==> src/rtl/mc_ctrl_fsm.sv <==
module mc_ctrl_fsm #(
  parameter logic [5:0] OP_REG  = 6'h00,
  parameter logic [5:0] OP_ORI  = 6'h0D,
  parameter logic [5:0] OP_LOAD = 6'h23,
  parameter logic [5:0] OP_STOR = 6'h2B,
  parameter logic [5:0] OP_BEQ  = 6'h04,
  parameter logic [5:0] FN_ADD  = 6'h20,
  parameter logic [5:0] FN_OR   = 6'h25
) (
  input  logic       clk,
  input  logic       rst_n,
  input  logic [5:0] opcode,
  input  logic [5:0] funct,
  input  logic       eq_flag,
  output logic [3:0] phase,
  output logic       imem_rd,
  output logic       ir_load,
  output logic       a_load,
  output logic       b_load,
  output logic       r_load,
  output logic       m_load,
  output logic       pc_load,
  output logic       pc_src,
  output logic       dst_rd,
  output logic       reg_we,
  output logic       ext_sign,
  output logic       alu_imm,
  output logic [5:0] alu_fn,
  output logic       dmem_rd,
  output logic       dmem_wr,
  output logic       wb_mem
);

  typedef enum logic [3:0] {
    S_FETCH  = 4'b0000,
    S_DECODE = 4'b0001,
    S_BR_TK  = 4'b0010,
    S_SEQ    = 4'b0011,
    S_RR_EX  = 4'b0100,
    S_RR_WB  = 4'b0101,
    S_OI_EX  = 4'b0110,
    S_OI_WB  = 4'b0111,
    S_LD_AD  = 4'b1000,
    S_LD_MEM = 4'b1001,
    S_LD_WB  = 4'b1010,
    S_ST_AD  = 4'b1011,
    S_ST_MEM = 4'b1100
  } state_t;

  state_t state, state_nx;

  always_ff @(posedge clk or negedge rst_n) begin
    if (!rst_n) state <= S_FETCH;
    else        state <= state_nx;
  end

  always_comb begin
    state_nx = S_FETCH;
    unique case (state)
      S_FETCH:  state_nx = S_DECODE;
      S_DECODE: begin
        if      (opcode == OP_REG)  state_nx = S_RR_EX;
        else if (opcode == OP_ORI)  state_nx = S_OI_EX;
        else if (opcode == OP_LOAD) state_nx = S_LD_AD;
        else if (opcode == OP_STOR) state_nx = S_ST_AD;
        else if (opcode == OP_BEQ)  state_nx = eq_flag ? S_BR_TK : S_SEQ;
        else                        state_nx = S_SEQ;
      end
      S_RR_EX:  state_nx = S_RR_WB;
      S_OI_EX:  state_nx = S_OI_WB;
      S_LD_AD:  state_nx = S_LD_MEM;
      S_LD_MEM: state_nx = S_LD_WB;
      S_ST_AD:  state_nx = S_ST_MEM;
      default:  state_nx = S_FETCH;
    endcase
  end

  logic addr_calc;
  assign addr_calc = (state == S_LD_AD) || (state == S_ST_AD);

  assign phase    = state;
  assign imem_rd  = (state == S_FETCH);
  assign ir_load  = (state == S_FETCH);
  assign a_load   = (state == S_DECODE);
  assign b_load   = (state == S_DECODE);
  assign r_load   = addr_calc || (state == S_RR_EX) || (state == S_OI_EX);
  assign m_load   = (state == S_LD_MEM);
  assign pc_load  = (state == S_RR_WB) || (state == S_OI_WB) || (state == S_LD_WB) ||
                    (state == S_ST_MEM) || (state == S_BR_TK) || (state == S_SEQ);
  assign pc_src   = (state == S_BR_TK);
  assign dst_rd   = (state == S_RR_WB);
  assign reg_we   = (state == S_RR_WB) || (state == S_OI_WB) || (state == S_LD_WB);
  assign ext_sign = addr_calc;
  assign alu_imm  = addr_calc || (state == S_OI_EX);
  assign dmem_rd  = (state == S_LD_MEM);
  assign dmem_wr  = (state == S_ST_MEM);
  assign wb_mem   = (state == S_LD_WB);

  always_comb begin
    alu_fn = 6'h00;
    if (state == S_RR_EX)      alu_fn = funct;
    else if (state == S_OI_EX) alu_fn = FN_OR;
    else if (addr_calc)        alu_fn = FN_ADD;
  end

endmodule

==> config.mk <==
export PLATFORM = sky130hd
export DESIGN_NAME = mc_ctrl_fsm
export DESIGN_NICKNAME = d
export VERILOG_FILES = /design/src/rtl/mc_ctrl_fsm.sv
export SDC_FILE = /design/constraint.sdc
export NUM_CORES = 1
export LEC_CHECK = 0
export BUFFER_PORTS_ARGS = -buffer_cell sky130_fd_sc_hd__buf_2
export CORE_MARGIN = 5
export CORE_UTILIZATION = 37
export CTS_BUF_LIST = sky130_fd_sc_hd__clkbuf_16
export DETAILED_ROUTE_END_ITERATION = 7
export PLACE_DENSITY = 0.84
export SYNTH_ARGS = -nofsm -noshare
export SYNTH_HDL_FRONTEND = slang
export SYNTH_SLANG_ARGS = --single-unit
==> constraint.sdc <==
create_clock -name clk -period 1.4 [get_ports clk]
set_input_delay 0.28 -clock clk [delete_from_list [all_inputs] [get_ports clk]]
set_output_delay 0.28 -clock clk [all_outputs]
set_load 0.05 [all_outputs]
==> flow_summary.json, run 1 <==
{
  "outcome": "stopped before the end",
  "stop_stage": "4_1_cts",
  "tool.error": "[ERROR DPL-0038] Utilization greater than 100%, impossible to legalize",
  "cts_buffer_depth": 2,
  "synth_ff_type": "dfrtp_1",
  "synthTopCellsByArea": "dfrtp_1 20%, and3_1 6.4%, buf_4 6.1%",
  "synth_most_common_cell": "nor2_1",
  "cts_sinks": 4,
  "syn-num-nets": 80,
  "synthTopCellsByCount": "7 x nor2_1, 5 x and3_1",
  "ctsResizeCount": 54,
  "clockRootBuffer": "clkbuf_16",
  "synthCells": 65,
  "die_w_um": 46.36,
  "cts_setup_buffers": 10,
  "place_congestion": 0.8474,
  "hold_buffers": 1,
  "htreeDepth": 1,
  "port_buffers": 39,
  "synth_top_cell_by_area": "dfrtp_1",
  "ys_seq_area_share_pct": 20.46,
  "synth_top_area_share_pct": 20.46,
  "numCtsBuffers": 3,
  "ys_seq_elements": 4,
  "start_util_pct": 38.56,
  "syn_area_um2": 489.2,
  "die_y_um": 46.36,
  "pin_count": 40,
  "postSynth.asyncResetShare_pct": 100.0,
  "synth_enable_flop_cells": 0,
  "synthesis.area_per_instance_um2": 7.526,
  "ys_warn_count": 0,
  "dpl.hpwl_mm": 1.884,
  "synth_cell_types": 28,
  "fp-row-count": 13
}
## kinds of logic after synthesis
group,count (synthesis),synth area share [%]
simple gates,37,45.53
flops,4,20.46
compound gates,16,21.48
buf+inv,8,12.53
## through the flow
stage	cells	area (um^2)	hold slack (ns)	TNS [ns]	setup slack, ns
floorplan	65	714.4	-0.01559	-5.377	-0.5478
global placement	134	1015	0.08734	-2.610	-0.1826
detailed placement	134	1015	0.09534	-3.512	-0.2406
==> inputs of run 2 (changes only) <==
==> config.mk (replaced) <==
export PLATFORM = sky130hd
export DESIGN_NAME = mc_ctrl_fsm
export DESIGN_NICKNAME = d
export VERILOG_FILES = /design/src/rtl/mc_ctrl_fsm.sv
export SDC_FILE = /design/constraint.sdc
export NUM_CORES = 1
export LEC_CHECK = 0
export BUFFER_PORTS_ARGS = -buffer_cell sky130_fd_sc_hd__buf_2
export CORE_AREA = 5 5 66 68
export DETAILED_ROUTE_END_ITERATION = 7
export DIE_AREA = 0 0 71 73
export PLACE_DENSITY_LB_ADDON = 0.15
export SYNTH_ARGS = -nofsm -noshare
export SYNTH_HDL_FRONTEND = slang
export SYNTH_SLANG_ARGS = --single-unit
==> run 2 against run 1 <==
Compared with the run above: the flow now finishes, with violations (negative setup slack); synthesized cell count did not move; area after synthesis stayed put.
==> flow_summary.json, run 2 <==
{
  "finalCriticalPeriod_ns": 1.733,
  "synthTopCellsByArea": "dfrtp_1 20%, and3_1 6.4%, buf_4 6.1%",
  "switchingPower_mw": 2.290,
  "synth_most_common_cell": "nor2_1",
  "antenna_found_initial": 0,
  "synth_top_area_share_pct": 20.46,
  "cp_max_fo": 3,
  "cp_slowest_cell": "dfrtp_4",
  "maxSlewViolCount": 0,
  "placedCellCount": 174,
  "r2r-start": "phase[1]$_DFF_PN0_",
  "drive_gt1_share_pct": 86.21,
  "fp-row-count": 23,
  "switching_share_pct": 51.31,
  "syn-num-nets": 80,
  "ir_worst_vdd_mv": 0.7423,
  "ys_seq_area_share_pct": 20.46,
  "finClkSkew_ns": 0.0001021,
  "clk_latency_ns": 0.21,
  "drtIter0Drc": 13,
  "placed_cell_area_um2": 1096,
  "cp.required_ns": 1.12,
  "seq_power_share_pct": 6.1,
  "synth_cell_types": 28,
  "cp_top_family": "flip-flops",
  "critical_path_class": "register to primary output",
  "crit_chain": "or2b_4 -> nor4_4 -> buf_4 -> a21oi_4 -> buf_6",
  "die_y_um": 73,
  "ys_warn_count": 0,
  "start_util_pct": 12.88,
  "post_drt_wl_per_cell_um": 12.43,
  "gr-total-overflow": 0,
  "cts_tree": "done",
  "clockRootBuffer": "clkbuf_8",
  "worst_pin_slew_ns": 0.3356,
  "outcome": "complete, but fails checks",
  "syn2layout_area_growth_pct": 225.3,
  "viasPerCell": 4.108,
  "post-route-period-util_pct": 123.8,
  "fmax_ghz": 0.5771,
  "arrival_ns": 1.45,
  "final_cell_mix": "32 x buf_4, 23 x buf_6, 15 x buf_2",
  "cts.clk_slew.worst_paths_ns": 0.03,
  "p_total_mw": 4.462,
  "slew_headroom_pct": 77.42,
  "violations": "negative setup slack",
  "design_area_um2": 1592,
  "crit_path_start": "phase[3]$_DFF_PN0_",
  "synthesis.area_per_instance_um2": 7.526,
  "critPathCaptureType": "primary output",
  "vias": 801,
  "antenna_left": 0,
  "synth_top_cell_by_area": "dfrtp_1",
  "fp.coreArea_um2": 3799,
  "p_leak_nw": 0.6780,
  "synthCells": 65,
  "grt_setup_unrepaired": "true",
  "r2r_end": "phase[2]$_DFF_PN0_",
  "numCtsBuffers": 3,
  "max_cap_viol_count": 0,
  "hp-class": "input port to async pin",
  "fin_ws_ns": -0.3327,
  "htreeDepth": 1,
  "r2r_slack_ns": -0.15,
  "pin_count": 40,
  "die_w_um": 71,
  "dp_slack_ns": -0.2736,
  "place_congestion": 0.7092,
  "antenna_cells": 0,
  "comb_power_share_pct": 88.6,
  "dieArea_um2": 5183,
  "grt_max_degree": 8,
  "cell_internal_pwr_mw": 2.173,
  "stdcell_count": 195,
  "setup_viol": 24,
  "layout.nets": 162,
  "final_common_cell": "buf_4",
  "hold_violations": 0,
  "cts_sinks": 4,
  "clkPwrFrac_pct": 5.3,
  "powerDensity_nw_per_um2": 2804,
  "grt_pass1_wl_mm": 3.795,
  "dpl.hpwl_mm": 1.892,
  "synth_enable_flop_cells": 0,
  "routed_wl_mm": 2.423,
  "syn_area_um2": 489.2,
  "first_global_vias": 851,
  "port_buffers": 39,
  "setup_tns_ns": -5.343,
  "crit_end": "alu_fn[5]",
  "synth_ff_type": "dfrtp_1",
  "postSynth.asyncResetShare_pct": 100.0,
  "largest_reg_flops": 4,
  "critPathMaxStageDelay_ns": 0.48,
  "ys_seq_elements": 4,
  "rr_worst_depth": 7,
  "synthTopCellsByCount": "7 x nor2_1, 5 x and3_1",
  "cts_buffer_depth": 2,
  "start_kind": "register",
  "grtUsageTotal_pct": 9.289,
  "post-route-drc-count": 0,
  "cp_num_buf_inv": 2,
  "drtPass1Iterations": 3,
  "crit_cells": 5,
  "fillers": 394
}
run 2: worst min-delay path by stage:
stage	slack, ns	cells past startpoint	startpoint	endpoint
detailed placement	0.09	1	rst_n	phase[3]$_DFF_PN0_
global route	0.42	2	rst_n	phase[0]$_DFF_PN0_
CTS	0.41	2	rst_n	phase[3]$_DFF_PN0_
global placement	0.09	1	rst_n	phase[3]$_DFF_PN0_
finish	0.42	2	rst_n	phase[3]$_DFF_PN0_
floorplan	-0.02	0	rst_n	phase[0]$_DFF_PN0_
run 2: timing repair:
action                                  in CTS  in global routing
setup buffers                               16                  6
endpoints found under the setup margin      25                 26
hold buffers                                 1                  0
pin swaps                                   10                  6
gates resized for setup                     70                 22
endpoints found under the hold margin        4                  0
run 2: metrics by stage:
| step | hold WS (ns) | util (%) |
|---|---|---|
| finish | 0.4173 | 41.90 |
| global route | 0.4230 | 41.90 |
| CTS | 0.4136 | 39.06 |
| detailed placement | 0.08978 | 28.85 |
| global placement | 0.09207 | 28.85 |
| floorplan | -0.01559 | - |
run 2: cell type report:
| cell class | count | area [um^2] | area share (%) |
|---|---|---|---|
| Sequential cell | 4 | 107.6 | 6.761 |
| Tap cell | 50 | 62.56 | 3.931 |
| Timing Repair Buffer | 84 | 772.0 | 48.51 |
| Multi-Input combinational cell | 53 | 596.8 | 37.50 |
| Clock buffer | 3 | 41.29 | 2.594 |
| Inverter | 1 | 11.26 | 0.7075 |
run 2: per-layer routing:
layer | global-route usage [%] | vias to the layer above | part of all wire (%)
met2 | 17.10 | 20 | 55
li1 | - | 402 | -
met4 | 5.010 | 0 | 1.4
met5 | 0 | - | 0
met3 | 0.9642 | 2 | 2.7
met1 | 10.47 | 377 | 41
run 2: power by group through the flow:
stage          logic (mW)  registers [mW]  clock network, mW
3_5_place_dp         2.86           0.299                  0
2_1_floorplan        1.97           0.471                  0
3_3_place_gp         2.85           0.303                  0
5_1_grt              4.14           0.283              0.256
4_1_cts              3.68           0.295              0.245
6_report             3.95           0.271              0.239
run 2: kinds of logic (layout without fill, tap and decap cells):
family,count (synthesis),count (layout),synth area share (%)
AO/OA/AOI/OAI,16,16,21.48
flip-flops,4,4,20.46
AND/OR/NAND/NOR,37,37,45.53
buffers and inverters,8,88,12.53
Power figures use the tool's default switching activity.
